===== config.mk =====
export PLATFORM = sky130hd
export DESIGN_NAME = bagu_top
export DESIGN_NICKNAME = d
export VERILOG_FILES = /design/src/rtl/bagu_pkg.sv /design/src/rtl/bagu_next_pc.sv /design/src/rtl/bagu_agen.sv /design/src/rtl/bagu_top.sv
export SDC_FILE = /design/constraint.sdc
export NUM_CORES = 1
export LEC_CHECK = 0
export ABC_CLOCK_PERIOD_IN_PS = 4900
export BUFFER_PORTS_ARGS = -buffer_cell sky130_fd_sc_hd__buf_2
export CORE_ASPECT_RATIO = 1.25
export CORE_MARGIN = 3
export CORE_UTILIZATION = 35
export CTS_CLUSTER_SIZE = 30
export DETAILED_ROUTE_END_ITERATION = 8
export SYNTH_ARGS = -nofsm -noshare
export SYNTH_HDL_FRONTEND = slang
export SYNTH_HIERARCHICAL = 1
export SYNTH_SLANG_ARGS = --single-unit
export TNS_END_PERCENT = 1

===== constraint.sdc =====
create_clock -name clk -period 4.9 [get_ports clk]
set_clock_uncertainty 0.05 [all_clocks]
set_input_delay 0.245 -clock clk [delete_from_list [all_inputs] [get_ports clk]]
set_output_delay 0.245 -clock clk [all_outputs]
set_load 0.1 [all_outputs]

===== src/rtl/bagu_pkg.sv =====
package bagu_pkg;
    localparam int AW = 16;
    localparam int DW = 8;
    localparam int CW = 3;
    localparam int MW = 2;

    typedef logic [AW-1:0] addr_t;
    typedef logic [DW-1:0] data_t;

    typedef enum logic [CW-1:0] {
        CMD_NEXT  = 3'd0,
        CMD_JUMP  = 3'd1,
        CMD_JLINK = 3'd2,
        CMD_LJUMP = 3'd3,
        CMD_SKIP  = 3'd4,
        CMD_MEM   = 3'd5,
        CMD_RSV6  = 3'd6,
        CMD_RSV7  = 3'd7
    } cmd_e;

    typedef enum logic [MW-1:0] {
        AM_PCREL = 2'd0,
        AM_DPREL = 2'd1,
        AM_YX    = 2'd2,
        AM_YX2   = 2'd3
    } amode_e;

    typedef struct packed {
        addr_t addr;
        logic  rd;
        logic  wr;
    } mem_req_t;

    typedef struct packed {
        addr_t data;
        logic  we;
    } link_t;

    function automatic addr_t sext_off(input data_t v);
        return {{(AW-DW){v[DW-1]}}, v};
    endfunction
endpackage


===== src/rtl/bagu_next_pc.sv =====
module bagu_next_pc
    import bagu_pkg::*;
(
    input  logic  valid,
    input  cmd_e  cmd,
    input  addr_t pc,
    input  addr_t yx,
    input  data_t operand,
    input  logic  flag,
    output addr_t seq_pc,
    output addr_t pc_next,
    output link_t link
);
    addr_t rel_tgt;
    addr_t skip_tgt;

    always_comb begin
        seq_pc   = pc + addr_t'(1);
        rel_tgt  = seq_pc + sext_off(operand);
        skip_tgt = pc + addr_t'(2);
    end

    always_comb begin
        pc_next   = pc;
        link.data = seq_pc;
        link.we   = 1'b0;
        if (valid) begin
            unique case (cmd)
                CMD_JUMP:  pc_next = rel_tgt;
                CMD_JLINK: begin
                    pc_next = rel_tgt;
                    link.we = 1'b1;
                end
                CMD_LJUMP: pc_next = yx;
                CMD_SKIP:  pc_next = flag ? skip_tgt : seq_pc;
                default:   pc_next = seq_pc;
            endcase
        end
    end
endmodule


===== src/rtl/bagu_agen.sv =====
module bagu_agen
    import bagu_pkg::*;
(
    input  logic   valid,
    input  cmd_e   cmd,
    input  amode_e amode,
    input  addr_t  seq_pc,
    input  addr_t  dp,
    input  addr_t  yx,
    input  data_t  operand,
    input  logic   flag,
    output mem_req_t req
);
    addr_t off;
    logic  is_mem;

    always_comb begin
        off    = sext_off(operand);
        is_mem = valid && (cmd == CMD_MEM);
        unique case (amode)
            AM_PCREL: req.addr = seq_pc + off;
            AM_DPREL: req.addr = dp + off;
            default:  req.addr = yx;
        endcase
        req.wr = is_mem && flag;
        req.rd = is_mem && !flag;
    end
endmodule


===== src/rtl/bagu_top.sv =====
module bagu_top
    import bagu_pkg::*;
#(
    parameter logic [15:0] RESET_PC = 16'h0000
) (
    input  logic        clk,
    input  logic        rst,
    input  logic        instr_valid,
    input  logic [2:0]  cmd,
    input  logic [1:0]  amode,
    input  logic [7:0]  operand,
    input  logic [15:0] yx,
    input  logic [15:0] dp,
    input  logic        flag,
    output logic [15:0] pc,
    output logic [15:0] link_data,
    output logic        link_we,
    output logic [15:0] mem_addr,
    output logic        mem_rd,
    output logic        mem_wr
);
    cmd_e     cmd_q;
    amode_e   am_q;
    addr_t    pc_r;
    addr_t    seq_pc;
    addr_t    pc_nx;
    link_t    link_nx;
    link_t    link_r;
    mem_req_t req_nx;
    mem_req_t req_r;

    assign cmd_q = cmd_e'(cmd);
    assign am_q  = amode_e'(amode);

    bagu_next_pc u_npc (
        .valid   (instr_valid),
        .cmd     (cmd_q),
        .pc      (pc_r),
        .yx      (yx),
        .operand (operand),
        .flag    (flag),
        .seq_pc  (seq_pc),
        .pc_next (pc_nx),
        .link    (link_nx)
    );

    bagu_agen u_agen (
        .valid   (instr_valid),
        .cmd     (cmd_q),
        .amode   (am_q),
        .seq_pc  (seq_pc),
        .dp      (dp),
        .yx      (yx),
        .operand (operand),
        .flag    (flag),
        .req     (req_nx)
    );

    always_ff @(posedge clk) begin
        if (rst) begin
            pc_r        <= RESET_PC;
            link_r.we   <= 1'b0;
            link_r.data <= '0;
            req_r.rd    <= 1'b0;
            req_r.wr    <= 1'b0;
            req_r.addr  <= '0;
        end else begin
            pc_r      <= pc_nx;
            link_r.we <= link_nx.we;
            if (link_nx.we) link_r.data <= link_nx.data;
            req_r.rd  <= req_nx.rd;
            req_r.wr  <= req_nx.wr;
            if (req_nx.rd || req_nx.wr) req_r.addr <= req_nx.addr;
        end
    end

    assign pc        = pc_r;
    assign link_data = link_r.data;
    assign link_we   = link_r.we;
    assign mem_addr  = req_r.addr;
    assign mem_rd    = req_r.rd;
    assign mem_wr    = req_r.wr;


    reset_state_chk: assert property (@(posedge clk)
        rst |=> (pc == RESET_PC) && !mem_rd && !mem_wr && !link_we);


    idle_hold_chk: assert property (@(posedge clk) disable iff (rst)
        !instr_valid |=> $stable(pc));


    link_value_chk: assert property (@(posedge clk) disable iff (rst)
        (instr_valid && cmd == 3'd2) |=> link_we && (link_data == addr_t'($past(pc) + 16'd1)));


    abs_jump_chk: assert property (@(posedge clk) disable iff (rst)
        (instr_valid && cmd == 3'd3) |=> (pc == $past(yx)));


    skip_taken_chk: assert property (@(posedge clk) disable iff (rst)
        (instr_valid && cmd == 3'd4 && flag) |=> (pc == addr_t'($past(pc) + 16'd2)));


    yx_addr_chk: assert property (@(posedge clk) disable iff (rst)
        (instr_valid && cmd == 3'd5 && amode[1]) |=> (mem_addr == $past(yx)));


    strobe_mutex_chk: assert property (@(posedge clk) disable iff (rst)
        !(mem_rd && mem_wr));


    dir_by_flag_chk: assert property (@(posedge clk) disable iff (rst)
        (instr_valid && cmd == 3'd5) |=> (mem_wr == $past(flag)) && (mem_rd == !$past(flag)));


    no_stray_strobe_chk: assert property (@(posedge clk) disable iff (rst)
        !(instr_valid && cmd == 3'd5) |=> !mem_rd && !mem_wr);


    no_stray_link_chk: assert property (@(posedge clk) disable iff (rst)
        !(instr_valid && cmd == 3'd2) |=> !link_we);
endmodule


# After elaboration in Yosys (flattened, before gate mapping)
# Cells that the tools add are included.
# W data, S select, Z words.
[totals]
elab_cells = 28
latch_bits = 0
input_bits = 49
ram_bits = 0
output_inout_bits = 51
mem_count = 0
ff_bits = 51
mem_bits_ro = 0
[classes]
order_cmp = 0
bitwise = 0
reduce_logical = 7
eq_ne = 6
n_shift = 0
div = 0
add_sub_neg = 4
mux = 5
n_mul = 0
[ops]
columns = ["op", "n"]
rows = [
  ["$pmux W16 S3", 1],
  ["$add A16 B16 Y16", 2],
  ["$pmux W16 S2", 1],
  ["$add A16 B1 Y16 const B", 1],
  ["$add A16 B2 Y16 const B", 1],
  ["$mux W16", 1],
  ["$eq A3 B2 Y1 const B", 2],
  ["$eq A3 B3 Y1 const B", 2],
  ["$eq A3 B1 Y1 const B", 1],
  ["$logic_and A1 B1 Y1", 3],
  ["$eq A2 B1 Y1 const B", 1],
  ["$logic_not A2 Y1", 1],
  ["$mux W1", 2],
  ["$reduce_or A2 Y1", 1],
  ["$logic_not A1 Y1", 1],
  ["$logic_or A1 B1 Y1", 1],
]

# Logic depth before layout (Yosys ltp)
# Gate-level depths: netlist of the first run.
[depth]
word_depth = 4
ltp_mapped = 17
ltp_nobuf = 15

# Hierarchy
# Netlist of the first run, hierarchy kept.
[modules_own_cells]
columns = ["mod", "seq_area_each_um2", "n_inst", "area_per_inst_um2", "cells_each"]
rows = [
  ["bagu_next_pc", 0.0, 1, 2382.3, 366],
  ["bagu_top", 1021.0, 1, 1732.9, 163],
  ["bagu_agen", 0.0, 1, 1177.4, 157],
]

# Least setup slack after synthesis of the first run
# OpenSTA, ideal clock, no wires.
[synth_timing]
kind = "reg-to-reg"
start = "register pc_r[0], in the netlist pc[0]"
end = "register req_r (netlist bit mem_addr[14])"
period_less_slack_ps = 4224
stages_incl_launch_ff = 16
t_required_ps = 4718
setup_ps = 132
t_arrival_ps = 4042
slack_ps = 676
n_path_buf = 1
path_cell_list = "dfxtp_1 -> ha_1 -> nand3_1 -> nor4_2 -> xor2_1 -> buf_4 -> mux2_2 -> ha_1 -> a21oi_1 -> nand3_1 -> o21ai_0 -> a31oi_1 -> xor2_1 -> mux2_2 -> o21ai_0 -> a21oi_1"
[synth_lines]
columns = ["item", "line_no", "source"]
rows = [
  ["start, declared", "bagu_top.sv:24", "addr_t pc_r;"],
  ["start signal, assigned", "bagu_top.sv:68", "pc_r <= pc_nx;"],
  ["end, declared", "bagu_top.sv:30", "mem_req_t req_r;"],
]

==> flow_metrics.py, run 1 <==
metrics = {
    "outcome": {
        "status": "completed",
    },
    "floorplan": {
        "io_pins": 100,
        "die_h_um": 143,
        "num_rows": 49,
        "dieArea_sq_um": 16600,
        "start_util_pct": 36.3,
        "core_area_sq_um": 14600,
        "dieWidth_um": 116,
    },
    "pwr": {
        "power_density_nw_per_um2": 269,
        "ir_drop_v": 0.000132,
        "power_mw": 1.58,
        "p_leak_nw": 2.51,
    },
    "clock_network": {
        "clk_latency_ps": 300,
        "cts-buffers-inserted": 5,
        "tritoncts": "done",
        "clk_pin_slew_ps": 80,
        "ctsHoldBuffers": 0,
        "postCtsSetupBuffers": 0,
        "cts_num_sinks": 51,
        "clockBufferDepth": 2,
        "clockRootBuffer": "clkbuf_16",
        "h-tree-depth": 2,
        "ctsResizeCount": 0,
    },
    "global_routing": {
        "grt_max_degree": 52,
        "first_global_vias": 5101,
        "grt_remaining_overflow": 0,
        "grt_antenna_before_repair": 0,
        "grt_usage_pct": 21.4,
        "grt_pass1_wl_um": 28100,
    },
    "place": {
        "dp_cells": 908,
        "dpl.hpwl_um": 13900,
        "post_dp_cell_area_sq_um": 5710,
        "numPortBuffers": 99,
        "gp_congestion": 0.917,
    },
    "min_path": {
        "min_path_type": "in -> reg",
    },
    "synth": {
        "synth_commonest_cells": "a21oi_1 (70), nand2_1 (56), nor2_1 (56), dfxtp_1 (51), o21ai_0 (43)",
        "yosys_warnings": 6,
        "synth_area_leader_cell": "dfxtp_1",
        "synthesis.nets": 774,
        "ys_seq_area_share_pct": 19.3,
        "synth_seq_cells": 51,
        "ys.flop_type": "dfxtp_1",
        "synth_cells": 686,
        "synth_top_area_share_pct": 19.3,
        "synth.most_common_cell": "a21oi_1",
        "synth_async_sr_flop_share_pct": 0,
        "synth_area_per_cell_sq_um": 7.72,
        "ys_types": 81,
        "syn_area_sq_um": 5290,
        "synth.area.top_cells": "dfxtp_1 (19%), ha_1 (8.7%), a21oi_1 (6.6%), mux2i_1 (4.2%), o21ai_0 (4.1%)",
        "synth-edff-count": 0,
    },
    "final_layout": {
        "design_area_sq_um": 5870,
        "finalNetCount": 825,
        "fin_util_pct": 40.3,
        "drive_gt1_share_pct": 21.3,
        "diodes": 0,
        "fillers": 1592,
        "fin_cells": 916,
        "area_delta_synth_final_pct": 11.0,
    },
    "flow_run": {
        "maxCapViolations": 0,
    },
    "worst_setup_path": {
        "cp.arrival_ps": 4230,
        "crit_type": "reg -> reg",
        "cp.required_ps": 5000,
        "crit_fanout": 9,
        "end_kind": "flop",
        "startpoint_type": "flop",
    },
    "route": {
        "wl_um": 17900,
        "antenna_left": 0,
        "drc": 0,
        "firstDrtPassIters": 6,
        "drt-vias-per-instance": 5.88,
        "avgRoutedWirePerCell_um": 19.6,
        "num_vias": 5384,
        "drt-initial-drc-count": 485,
    },
    "timing": {
        "fmax_mhz": 242,
        "tightest_slew_ps": 992,
        "rsz0062_at_grt": "no",
        "relSlewSlack_pct": 33.7,
        "slew_violations": 0,
        "final_hold_viol_count": 0,
        "period_needed_ps": 4130,
        "tns_ps": 0,
        "setup_viol_count_final": 0,
        "fin_crit_sh_pct": 84.3,
    },
}
logic make-up (layout without fill, tap and decap cells):
group                    count (synthesis)  after routing  synth area share (%)
AO/OA/AOI/OAI                          200            200                  23.9
XOR/XNOR                                43             43                  7.52
adder cells (fa/ha/maj)                 39             39                  9.50
buffers and inverters                   74            126                  7.59
flip-flops                              51             51                  19.3
multiplexers                            41             41                  8.20
AND/OR/NAND/NOR                        238            238                  24.0
metrics by stage:
stage                     hold WS [ps]  setup WS (ps)
after CTS                          303            869
after detailed placement           430            872
after global routing               324            415
after global placement             421            942
after floorplan                    267            676
final                              305            770
layer usage:
metal  up-vias  share of wire (%)  global-route usage [%]  wire length, um
li1       2587                  -                       -                -
met3        37                7.5                    3.58             1340
met5         -                  0                       0                0
met1      2521                 42                    27.2             7470
met2       239                 48                    36.3             8540
met4         0                3.3                    7.51              588
cells in the final DEF (no fill, tap or decap), types with 3 or more instances in the layout:
cell type	n
nor3_1	10
o21ai_0	43
mux2i_1	22
nand2_1	56
a211oi_1	7
a21oi_1	70
and3_1	6
o22ai_1	5
or3b_1	13
nand4_1	11
clkbuf_16	5
nor2b_1	20
or3b_2	3
o211ai_1	5
nand3_1	22
a221oi_1	10
or3_1	8
buf_2	99
ha_1	37
mux2_2	19
xor2_1	23
or2_2	3
buf_4	5
a31oi_1	7
o21ai_1	10
o21a_1	5
dfxtp_1	51
and2_1	5
a221o_1	4
xnor2_1	18
a21o_1	4
inv_1	12
nor2_1	56
nor4_1	4
state kept, by name, summed over array words and instances, names as in the netlist:
| signal | count |
|---|---|
| link_data | 16 |
| mem_addr | 16 |
| pc | 16 |
| link_we | 1 |
| mem_rd | 1 |
| mem_wr | 1 |
worst paths after layout:
check,startpoint,to,depth (start not counted),slack (ps)
worst max register to register,pc[0],mem_addr[15],14,770
worst max-delay path,pc[0],mem_addr[15],14,770
worst min register to register,link_data[15],link_data[15],2,450
worst min-delay path,yx[4],mem_addr[4],5,310
layout make-up:
class	count	area, sq um	area share [%]
multi-input combinational	561	3880	66.0
tap	178	223	3.79
clock buffer	5	125	2.13
sequential	51	1020	17.4
clock inverter	3	43.8	0.745
inverter	14	52.6	0.895
timing repair buffer	104	533	9.07
report_power, final:
part	internal (mW)	total, mW	switching (mW)
logic	0.234	0.690	0.457
registers	0.432	0.468	0.0359
clock network	0.242	0.420	0.178
worst max-delay path, stage by stage, from the launching register on:
cell and delay (ps):
dfxtp_1 530, ha_1 340, nand3_1 280, nor3_1 300, xor2_1 520, mux2_2 270
ha_1 300, a21o_1 210, a211o_1 290, nand4_1 120, a311oi_2 140, a2111oi_2 370
a311oi_1 80, o21ai_0 90, a21oi_1 90
No activity file was read; power rests on OpenSTA's default activity.
==> inputs of run 2 (changes only) <==
--- a/config.mk
+++ b/config.mk
@@ -5,7 +5,7 @@
 export SDC_FILE = /design/constraint.sdc
 export NUM_CORES = 1
 export LEC_CHECK = 0
-export ABC_CLOCK_PERIOD_IN_PS = 4900
+export ABC_CLOCK_PERIOD_IN_PS = 3400
 export BUFFER_PORTS_ARGS = -buffer_cell sky130_fd_sc_hd__buf_2
 export CORE_ASPECT_RATIO = 1.25
 export CORE_MARGIN = 3
==> constraint.sdc (replaced) <==
create_clock -name clk -period 3.4 [get_ports clk]
set_clock_uncertainty 0.05 [all_clocks]
set_input_delay 0.17 -clock clk [delete_from_list [all_inputs] [get_ports clk]]
set_output_delay 0.17 -clock clk [all_outputs]
set_load 0.1 [all_outputs]
==> run 2 against run 1 <==
Clock power grew 32%. First-iteration DRC count shrank 8.7%. Total power grew 46%. Sequential power grew 43%. Cell count grew 3.9%. Register-to-register slack lost 630 ps. Non-clock buffer count grew 36. Core utilization grew 3.2 points. Largest cell class unchanged.
==> flow_metrics.py, run 2 (same netlist as run 1, synthesis figures left out) <==
metrics = {
    "place": {
        "numPortBuffers": 99,
        "pre_cts_ws_ps": -62.8,
        "dpl.hpwl_um": 14600,
        "gp_congestion": 0.924,
    },
    "worst_setup_path": {
        "r2r_cells": 15,
        "startpoint_type": "flop",
        "crit_fanout": 7,
        "r2r_start": "pc[2]",
        "r2r_end": "mem_addr[15]",
        "cp.arrival_ps": 3360,
        "cp.required_ps": 3500,
        "startpoint": "pc[2]",
        "end_kind": "flop",
        "crit_type": "reg -> reg",
        "rrSetupSlack_ps": 140,
        "endpoint": "mem_addr[15]",
    },
    "pwr": {
        "p_comb_share_pct": 46.9,
        "p_sw_share_pct": 43.7,
        "p_leak_nw": 2.73,
        "ir_drop_v": 0.000254,
        "power_density_nw_per_um2": 363,
        "total_switching_power_mw": 1.01,
        "internal_power_mw": 1.30,
        "seqPwrFrac_pct": 29.0,
        "clock_power_share_pct": 24.1,
    },
    "global_routing": {
        "grt_antenna_before_repair": 1,
        "first_global_vias": 5160,
        "grt_pass1_wl_um": 28700,
        "grt_remaining_overflow": 0,
        "grt_max_degree": 52,
        "grt_usage_pct": 22.3,
    },
    "route": {
        "firstDrtPassIters": 5,
        "wl_um": 18600,
        "drt-initial-drc-count": 443,
        "drc": 0,
        "num_vias": 5456,
        "antenna_left": 0,
        "avgRoutedWirePerCell_um": 19.6,
        "drt-vias-per-instance": 5.73,
    },
    "timing": {
        "tightest_slew_ps": 1020,
        "slew_violations": 0,
        "rsz0062_at_grt": "yes",
        "period_needed_ps": 3260,
        "setup_ws_ps": 141,
        "fmax_mhz": 307,
        "tns_ps": 0,
        "final_hold_viol_count": 0,
        "fin_crit_sh_pct": 95.8,
        "relSlewSlack_pct": 32.2,
        "setup_viol_count_final": 0,
    },
    "floorplan": {
        "die_h_um": 143,
        "start_util_pct": 36.3,
        "core_area_sq_um": 14600,
        "dieArea_sq_um": 16600,
        "num_rows": 49,
        "dieWidth_um": 116,
        "io_pins": 100,
    },
    "clock_network": {
        "ctsHoldBuffers": 0,
        "h-tree-depth": 2,
        "clk_latency_ps": 300,
        "cts-buffers-inserted": 5,
        "cts_num_sinks": 51,
        "clockBufferDepth": 2,
        "clockRootBuffer": "clkbuf_16",
        "clk_pin_slew_ps": 80,
        "tritoncts": "done",
    },
    "flow_run": {
        "maxCapViolations": 0,
    },
    "final_layout": {
        "multiInputGateArea_sq_um": 4040,
        "finalNetCount": 861,
        "final_cell_mix": "buf_2 (99), a21oi_1 (68), nand2_1 (55), nor2_1 (54), o21ai_0 (42)",
        "final_common_cell": "buf_2",
        "diodes": 0,
        "area_delta_synth_final_pct": 19.7,
        "fillers": 1530,
        "fin_util_pct": 43.4,
        "seqCellArea_sq_um": 1060,
        "drive_gt1_share_pct": 29.3,
    },
    "outcome": {
        "status": "completed",
    },
    "min_path": {
        "min_path_type": "in -> reg",
    },
}
## run 2: cell type report
cell class / count / share of cell area [%]
multi-input combinational: 561 / 63.8
sequential: 51 / 16.7
timing repair buffer: 140 / 12.7
tap: 178 / 3.51
clock buffer: 5 / 1.97
inverter: 14 / 0.829
clock inverter: 3 / 0.454
## run 2: metrics by stage
step                power, mW  instance area [sq um]  hold WS [ps]  cells
CTS                      2.29                   6210           210    947
finish                   2.30                   6340           222    952
global placement         1.72                   6050           418    939
detailed placement       1.72                   6050           428    939
floorplan                1.46                   5420           192    686
global route             2.43                   6340           232    952
## run 2: worst min-delay path by stage
stage	depth (start not counted)	startpoint	end	slack [ps]
4_1_cts	5	yx[7]	mem_addr[7]	210
2_1_floorplan	1	rst	pc[13]	190
3_3_place_gp	2	link_data[5]	link_data[5]	420
6_report	5	yx[7]	mem_addr[7]	220
5_1_grt	5	yx[7]	mem_addr[7]	230
3_5_place_dp	2	link_data[3]	link_data[3]	430
## run 2: per-layer routing
layer  up-vias  share of wire, %  GRT usage [%]
met2       237                49           37.6
met4         2               3.4           8.86
li1       2672                 -              -
met5         -             0.059              0
met1      2502                41           28.8
met3        43               6.5           2.70
## run 2: power by group through the flow
stage | Combinational (mW) | Sequential, mW | Clock (mW)
floorplan | 0.625 | 0.838 | 0
global route | 1.16 | 0.672 | 0.592
CTS | 1.05 | 0.666 | 0.575
finish | 1.08 | 0.667 | 0.556
detailed placement | 1.04 | 0.680 | 0
global placement | 1.04 | 0.680 | 0
## run 2: worst max-delay path, stage by stage, from the launching register on
cell	delay (ps)
dfxtp_4	400
ha_4	190
nand2_2	110
nor2_2	220
xor2_1	110
buf_4	170
mux2_2	270
ha_1	250
a21o_1	190
a211o_1	290
nand4_1	110
a311oi_2	140
a2111oi_2	360
a311oi_1	80
o21ai_0	90
a21oi_1	90
## run 2: repair_timing
action                                  CTS  global route
pin swaps                                 1             5
endpoints found under the setup margin    1            11
setup buffers                             0             5
gates cloned                              0             0
resized for setup                         1            19
